===== src/rtl/dc_pkg.sv =====
`timescale 1ns/1ps
package dc_pkg;
    parameter int DC_DW = 16;

    typedef struct packed {
        logic signed [DC_DW-1:0] re;
        logic signed [DC_DW-1:0] im;
    } cpx_t;
endpackage


===== src/rtl/dc_delay_line.sv =====
`timescale 1ns/1ps
module dc_delay_line
    import dc_pkg::*;
#(
    parameter int DEPTH = 4
) (
    input  logic clk,
    input  logic rst_n,
    input  logic en,
    input  cpx_t din,
    output cpx_t tail
);
    cpx_t mem_q [DEPTH];
    cpx_t mem_d [DEPTH];

    always_comb begin
        for (int i = 0; i < DEPTH; i++) begin
            mem_d[i] = mem_q[i];
        end
        if (en) begin
            mem_d[0] = din;
            for (int i = 1; i < DEPTH; i++) begin
                mem_d[i] = mem_q[i-1];
            end
        end
    end

    always_ff @(posedge clk or negedge rst_n) begin
        if (!rst_n) begin
            for (int i = 0; i < DEPTH; i++) begin
                mem_q[i] <= '0;
            end
        end else begin
            for (int i = 0; i < DEPTH; i++) begin
                mem_q[i] <= mem_d[i];
            end
        end
    end

    // oldest sample: written DEPTH accepted samples ago
    assign tail = mem_q[DEPTH-1];
endmodule


===== src/rtl/dc_phase_ctrl.sv =====
`timescale 1ns/1ps
module dc_phase_ctrl #(
    parameter int HALF = 4
) (
    input  logic clk,
    input  logic rst_n,
    input  logic in_valid,
    input  logic frame_start,
    output logic second_half,
    output logic filled
);
    localparam int BLK = 2 * HALF;
    localparam int CW  = (BLK > 1) ? $clog2(BLK) : 1;

    typedef struct packed {
        logic [CW-1:0] idx;
        logic          filled;
    } st_t;

    st_t           d, q;
    logic [CW-1:0] eff_idx;
    logic          fill_eff;

    always_comb begin
        eff_idx     = frame_start ? '0 : q.idx;
        fill_eff    = frame_start ? 1'b0 : q.filled;
        second_half = (int'(eff_idx) >= HALF);
        filled      = fill_eff;
        d           = q;
        if (in_valid) begin
            d.idx    = (eff_idx == CW'(BLK - 1)) ? '0 : eff_idx + 1'b1;
            d.filled = fill_eff | second_half;
        end
    end

    always_ff @(posedge clk or negedge rst_n) begin
        if (!rst_n) begin
            q <= '0;
        end else begin
            q <= d;
        end
    end

    assert_idx_range_R2: assert property (@(posedge clk) disable iff (!rst_n)
        int'(q.idx) < BLK);

    assert_hold_when_idle_R5: assert property (@(posedge clk) disable iff (!rst_n)
        !in_valid |=> ($stable(q.idx) && $stable(q.filled)));

    assert_restart_index_R6: assert property (@(posedge clk) disable iff (!rst_n)
        (in_valid && frame_start) |=> (q.idx == CW'(1)));
endmodule


===== src/rtl/dc_commutator.sv =====
`timescale 1ns/1ps
module dc_commutator
    import dc_pkg::*;
#(
    parameter int HALF  = 4,
    parameter bit FRONT = 1'b0
) (
    input  logic                    clk,
    input  logic                    rst_n,
    input  logic                    in_valid,
    input  logic                    frame_start,
    input  logic signed [DC_DW-1:0] u_re,
    input  logic signed [DC_DW-1:0] u_im,
    input  logic signed [DC_DW-1:0] v_re,
    input  logic signed [DC_DW-1:0] v_im,
    output logic                    out_valid,
    output logic signed [DC_DW-1:0] top_re,
    output logic signed [DC_DW-1:0] top_im,
    output logic signed [DC_DW-1:0] bot_re,
    output logic signed [DC_DW-1:0] bot_im
);
    typedef struct packed {
        logic valid;
        cpx_t top;
        cpx_t bot;
    } out_t;

    cpx_t u_c, v_c, pair_top, pair_bot;
    logic pair_ok, second_half, filled;
    out_t d, q;

    assign u_c = '{re: u_re, im: u_im};
    assign v_c = '{re: v_re, im: v_im};

    dc_phase_ctrl #(.HALF(HALF)) i_phase (
        .clk         (clk),
        .rst_n       (rst_n),
        .in_valid    (in_valid),
        .frame_start (frame_start),
        .second_half (second_half),
        .filled      (filled)
    );

    if (FRONT) begin : g_front
        cpx_t u_dly;
        dc_delay_line #(.DEPTH(HALF)) i_hold (
            .clk   (clk),
            .rst_n (rst_n),
            .en    (in_valid),
            .din   (u_c),
            .tail  (u_dly)
        );
        assign pair_top = u_dly;
        assign pair_bot = u_c;
        assign pair_ok  = in_valid & second_half;
    end else begin : g_comm
        cpx_t v_dly, t_dly, t_in;
        dc_delay_line #(.DEPTH(HALF)) i_lower (
            .clk   (clk),
            .rst_n (rst_n),
            .en    (in_valid),
            .din   (v_c),
            .tail  (v_dly)
        );
        // crossbar: straight in the first half, crossed in the second
        assign t_in = second_half ? v_dly : u_c;
        dc_delay_line #(.DEPTH(HALF)) i_upper (
            .clk   (clk),
            .rst_n (rst_n),
            .en    (in_valid),
            .din   (t_in),
            .tail  (t_dly)
        );
        assign pair_top = t_dly;
        assign pair_bot = second_half ? u_c : v_dly;
        assign pair_ok  = in_valid & (second_half | filled);
    end

    always_comb begin
        d       = q;
        d.valid = pair_ok;
        if (pair_ok) begin
            d.top = pair_top;
            d.bot = pair_bot;
        end
    end

    always_ff @(posedge clk or negedge rst_n) begin
        if (!rst_n) begin
            q <= '0;
        end else begin
            q <= d;
        end
    end

    assign out_valid = q.valid;
    assign top_re    = q.top.re;
    assign top_im    = q.top.im;
    assign bot_re    = q.bot.re;
    assign bot_im    = q.bot.im;

    assert_idle_no_pair_R5: assert property (@(posedge clk) disable iff (!rst_n)
        !in_valid |=> !out_valid);

    assert_first_sample_R1: assert property (@(posedge clk) disable iff (!rst_n)
        (in_valid && frame_start && (HALF > 1)) |=> !out_valid);
endmodule


===== config.mk =====
export PLATFORM = sky130hd
export DESIGN_NAME = dc_commutator
export DESIGN_NICKNAME = d
export VERILOG_FILES = /design/src/rtl/dc_pkg.sv /design/src/rtl/dc_delay_line.sv /design/src/rtl/dc_phase_ctrl.sv /design/src/rtl/dc_commutator.sv
export SDC_FILE = /design/constraint.sdc
export NUM_CORES = 1
export LEC_CHECK = 0
export ABC_AREA = 1
export CORE_AREA = 3 3 159 161
export DETAILED_ROUTE_END_ITERATION = 8
export DIE_AREA = 0 0 162 164
export PLACE_DENSITY = 0.77
export SETUP_SLACK_MARGIN = 0.4
export SYNTH_ARGS = -nofsm -noshare
export SYNTH_HDL_FRONTEND = slang
export SYNTH_SLANG_ARGS = --single-unit

===== constraint.sdc =====
create_clock -name clk -period 4 [get_ports clk]
set_input_delay 0.8 -clock clk [delete_from_list [all_inputs] [get_ports clk]]
set_output_delay 0.8 -clock clk [all_outputs]
set_load 0.1 [all_outputs]

Word level (Yosys, flattened, before mapping)
Cells that the tools add are included.
{"block": "totals", "regBits": 325, "word_cells": 33, "in_bits": 68, "output_inout_bits": 65}
{"block": "classes", "muxes": 5, "eq_ne": 1, "addsub": 1, "bitwise_logic": 2, "n_lt_le_gt_ge": 1}
{"op": "$mux W32", "n": 2}
{"op": "$mux W3", "n": 2}
{"op": "$add A3 B1 Y3 const B", "n": 1}
{"op": "$eq A3 B3 Y1 const B", "n": 1}
{"op": "$ge A3 B3 Y1 const B", "n": 1}
{"op": "$and A1 B1 Y1", "n": 1}
{"op": "$mux W1", "n": 1}
{"op": "$or A1 B1 Y1", "n": 1}

Longest topological paths before layout
{"block": "logic_depth", "word_depth": 4, "ltp_mapped": 9, "ltp_nobuf": 7}

Modules after synthesis
A second synthesis with hierarchy kept.
{"block": "hier_totals", "hier_cells": 1661, "area_unflattened_um2": 13948.4}
{"mod": "dc_delay_line", "n_inst": 2, "seq_area_each_um2": 3203.1, "area_each_um2": 5200.0, "cells_per_inst": 573}
{"mod": "dc_commutator", "n_inst": 1, "seq_area_each_um2": 1626.6, "area_each_um2": 3337.0, "cells_per_inst": 486}
{"mod": "dc_phase_ctrl", "n_inst": 1, "seq_area_each_um2": 100.1, "area_each_um2": 211.5, "cells_per_inst": 29}

Least setup slack after synthesis
No wires, ideal clock.
{"block": "synth_path", "path_type": "input to register", "startpoint": "in frame_start", "endpoint": "reg i_phase.q[3] (netlist name)", "required_time_ps": 3867, "setup_time_ps": 133, "setup_slack_ps": 2201, "n_path_buf": 2, "stages": 8, "arrival_time_ps": 1666, "cell_sequence": "inv_2 nand2_1 buf_2 buf_2 inv_1 ha_1 nand2_1 o21ai_0"}
{"block": "synth_via", "elab_chain_cells": 3, "word_cells_on_any_way": 4, "cone_classes": "add/sub: 1; eq/ne: 1; mux: 2"}
{"item": "start, declared", "line": "dc_commutator.sv:11", "source": "input logic frame_start,"}
{"item": "$mux W3 *", "line": "dc_phase_ctrl.sv:25", "source": "eff_idx = frame_start ? '0 : q.idx;"}
{"item": "$add A3 B1 Y3 or $eq A3 B3 Y1 (tied branches)", "line": "dc_phase_ctrl.sv:31", "source": "d.idx = (eff_idx == CW'(BLK - 1)) ? '0 : eff_idx + 1'b1;"}
{"item": "$mux W3 *", "line": "dc_phase_ctrl.sv:31"}
{"item": "end signal, assigned", "line": "dc_phase_ctrl.sv:38", "source": "q <= '0;"}
{"item": "end signal, assigned", "line": "dc_phase_ctrl.sv:40", "source": "q <= d;"}
{"item": "end, declared", "line": "dc_phase_ctrl.sv:20", "source": "st_t d, q;"}
Mark *: on every way between the ends. The rest lies on a longest branch, timed or not.
A chain may end at the register's enable or synchronous reset.

Final worst setup path
{"block": "layout_path", "startpoint": "reg q (netlist bit bot_im[5])", "endpoint": "out bot_im[5]"}
{"item": "start, declared", "line": "dc_commutator.sv:30", "source": "out_t d, q;"}
{"item": "start signal, assigned", "line": "dc_commutator.sv:90", "source": "q <= '0;"}
{"item": "start signal, assigned", "line": "dc_commutator.sv:92", "source": "q <= d;"}
{"item": "end, declared", "line": "dc_commutator.sv:20", "source": "output logic signed [DC_DW-1:0] bot_im"}
No word-level cell between the ends.

==> results.toml <==
[final_layout]
fin_cells = 1925
diodes = 0
layout-drive-gt1-share_pct = 3.81
layout.nets = 1652
area_delta_synth_final_pct = 17.8

[sta]
drv_slew = 0
fmax_mhz = 342
fin_crit_ps = 2920
final_hold_viol_count = 0
rsz0062_at_grt = "false"
skew_ps = 8.70
finalSetupViolations = 0
tightestPinTransition_ps = 1020
max_slew_margin_pct = 31.9
period_share_pct = 73.0
tns_ps = 0

[synthesis]
synth_cells = 1498
synth_ff_type = "dfrtp_1"
netlist_area_um2 = 13100
yosysTopAreaCellShare_pct = 62.1
synthMostInstantiatedCell = "nand2_1"
synth_top_cell_by_area = "dfrtp_1"
yosys_warnings = 0
yosys-top-cells-count = "nand2_1 (582), dfrtp_1 (325), o21ai_0 (228)"
async_flop_share_pct = 100
avgSynthCellArea_um2 = 8.74
ys_top_cells_by_area = "dfrtp_1 (62%), nand2_1 (17%), o21ai_0 (8.7%), inv_1 (4.7%), nand3_1 (3.7%)"
synth_seq_area_share_pct = 62.1
ys_seq_elements = 325
ys_types = 14
syn-num-nets = 1568
synth_edf_count = 0

[clock_tree]
post-cts-setup-buffers = 0
clk_pin_slew_ps = 60
cts_tree = "built"
numCtsBuffers = 31
clk_latency_ps = 540
hold_buffers = 0
clk_path_buf_depth = 3
cts_resized = 0
htreeDepth = 1
clockRootBuffer = "clkbuf_16"
cts.sinks = 325

[worst_setup_path]
crit_path_end_kind = "output pin"
critPathBufInv = 1
slowest_delay_ps = 1160
slowest_stage = "clkdlybuf4s50_1"
critPathKind = "reg2out"
reg2reg_depth = 6
startpoint_type = "flip-flop"
crit_chain = "clkdlybuf4s50_1"
cp_max_fo = 2
critPathArrivalTime_ps = 2120
path_depth = 1
crit_family = "buffers and inverters"
cp_data_required_time_ps = 3200

[placed_design]
hpwl_mm = 16.3
io_buffer_count = 132
routabilityCongestion = 0.863
dp_cells = 1873

[grt]
grt_max_degree = 121
gr-total-overflow = 0
grt_pass1_vias = 9118
antenna_found_initial = 0
grt_pass1_wl_mm = 44.1
grt.total_usage_pct = 20.0

[power]
max-vdd-ir-drop_mv = 0.529
p_leak_uw = 0.00772
p_per_area_nw_per_um2 = 710

[route]
initialDrtViolationCount = 712
dr.pass1.iters = 5
wire_per_inst_um = 13.6
via_per_inst = 4.95
via_count = 9531
final_antenna_net_count = 0
route.detailed.drc = 0
totalWireLength_mm = 26.2

[floorplanning]
pin_count = 133
row_count = 57
die_area_um2 = 26600
core_um2 = 24100
die_w_um = 162
fp.dieH_um = 164
start_util_pct = 54.3

[flow_run]
cap_violations = 0

[worst_hold_path]
hold_class = "in2async"

[status]
status = "finished clean"
## cell families (layout without fill, tap and decap cells)
group,count (synthesis),after routing,synth area share (%)
and+or+nand+nor,685,685,20.7
buffers and inverters,258,361,8.32
adders and majority gates,2,2,0.191
AOI/OAI and AO/OA,228,228,8.71
DFF,325,325,62.1
## worst paths after layout
| kind | from | end | slack, ps |
|---|---|---|---|
| max in group asynchronous | rst_n | g_comm.i_lower.mem_q[62] | 2670 |
| max reg2reg | i_phase.q[3] | bot_re[6] | 1680 |
| min in group clk | g_comm.i_lower.mem_q[103] | g_comm.i_lower.mem_q[103] | 470 |
| max | bot_im[5] | bot_im[5] | 1080 |
| min | rst_n | top_im[11] | 330 |
| min reg2reg | g_comm.i_lower.mem_q[103] | g_comm.i_lower.mem_q[103] | 470 |
## report_power, final
group          switching, uW  internal, uW
combinational           3100           890
clock                   1150          1520
sequential               354          3940
## layer usage
layer,GRT usage [%],part of all wire (%),vias to the layer above
met4,6.32,3.1,0
li1,-,-,4792
met2,32.5,46,244
met3,2.24,4.7,54
met1,28.6,46,4441
met5,0,0,-
## registers in the layout, indices dropped and copies added, names as in the netlist
register              flops
g_comm.i_lower.mem_q     96
g_comm.i_upper.mem_q     96
g_comm.i_lower.tail      32
g_comm.i_upper.tail      32
bot_im                   16
bot_re                   16
top_im                   16
top_re                   16
i_phase.q                 4
out_valid                 1
## area by class of cell
class,count,area [um^2]
repair buffers,142,1460
multi-input cells,915,3880
clock buffers,47,896
flip-flops and latches,325,8130
clock inverters,5,27.5
well taps,324,405
fillers,2059,8670
inverters,167,632
## metrics by stage
step                      util (%)  hold slack [ps]  area, um^2  total power, uW  setup slack (ps)
after CTS                     64.0              369       15400            11000              1050
after detailed placement      60.2              459       14500             8360              1100
final                         64.0              331       15400            11000              1080
after floorplan                  -              442       13100             7290              2200
after global routing          64.0              405       15400            11500              1030
after global placement        60.2              454       14500             8290              1240
## cell usage in the layout, fill, tap and decap left out, types with 2 or more instances in the layout
| master | netlist | layout |
|---|---|---|
| buf_4 | 11 | 6 |
| inv_1 | 165 | 165 |
| clkbuf_16 | 0 | 31 |
| nand3_1 | 96 | 96 |
| o21ai_0 | 228 | 228 |
| nor2_1 | 4 | 4 |
| buf_8 | 0 | 2 |
| clkbuf_1 | 36 | 10 |
| clkdlybuf4s50_1 | 0 | 130 |
| ha_1 | 2 | 2 |
| clkinv_2 | 0 | 4 |
| nor2_4 | 2 | 2 |
| nand2_1 | 582 | 581 |
| buf_12 | 0 | 4 |
| clkbuf_8 | 0 | 6 |
| dfrtp_1 | 325 | 324 |
Note: power is estimated with default switching activity, not from simulation.
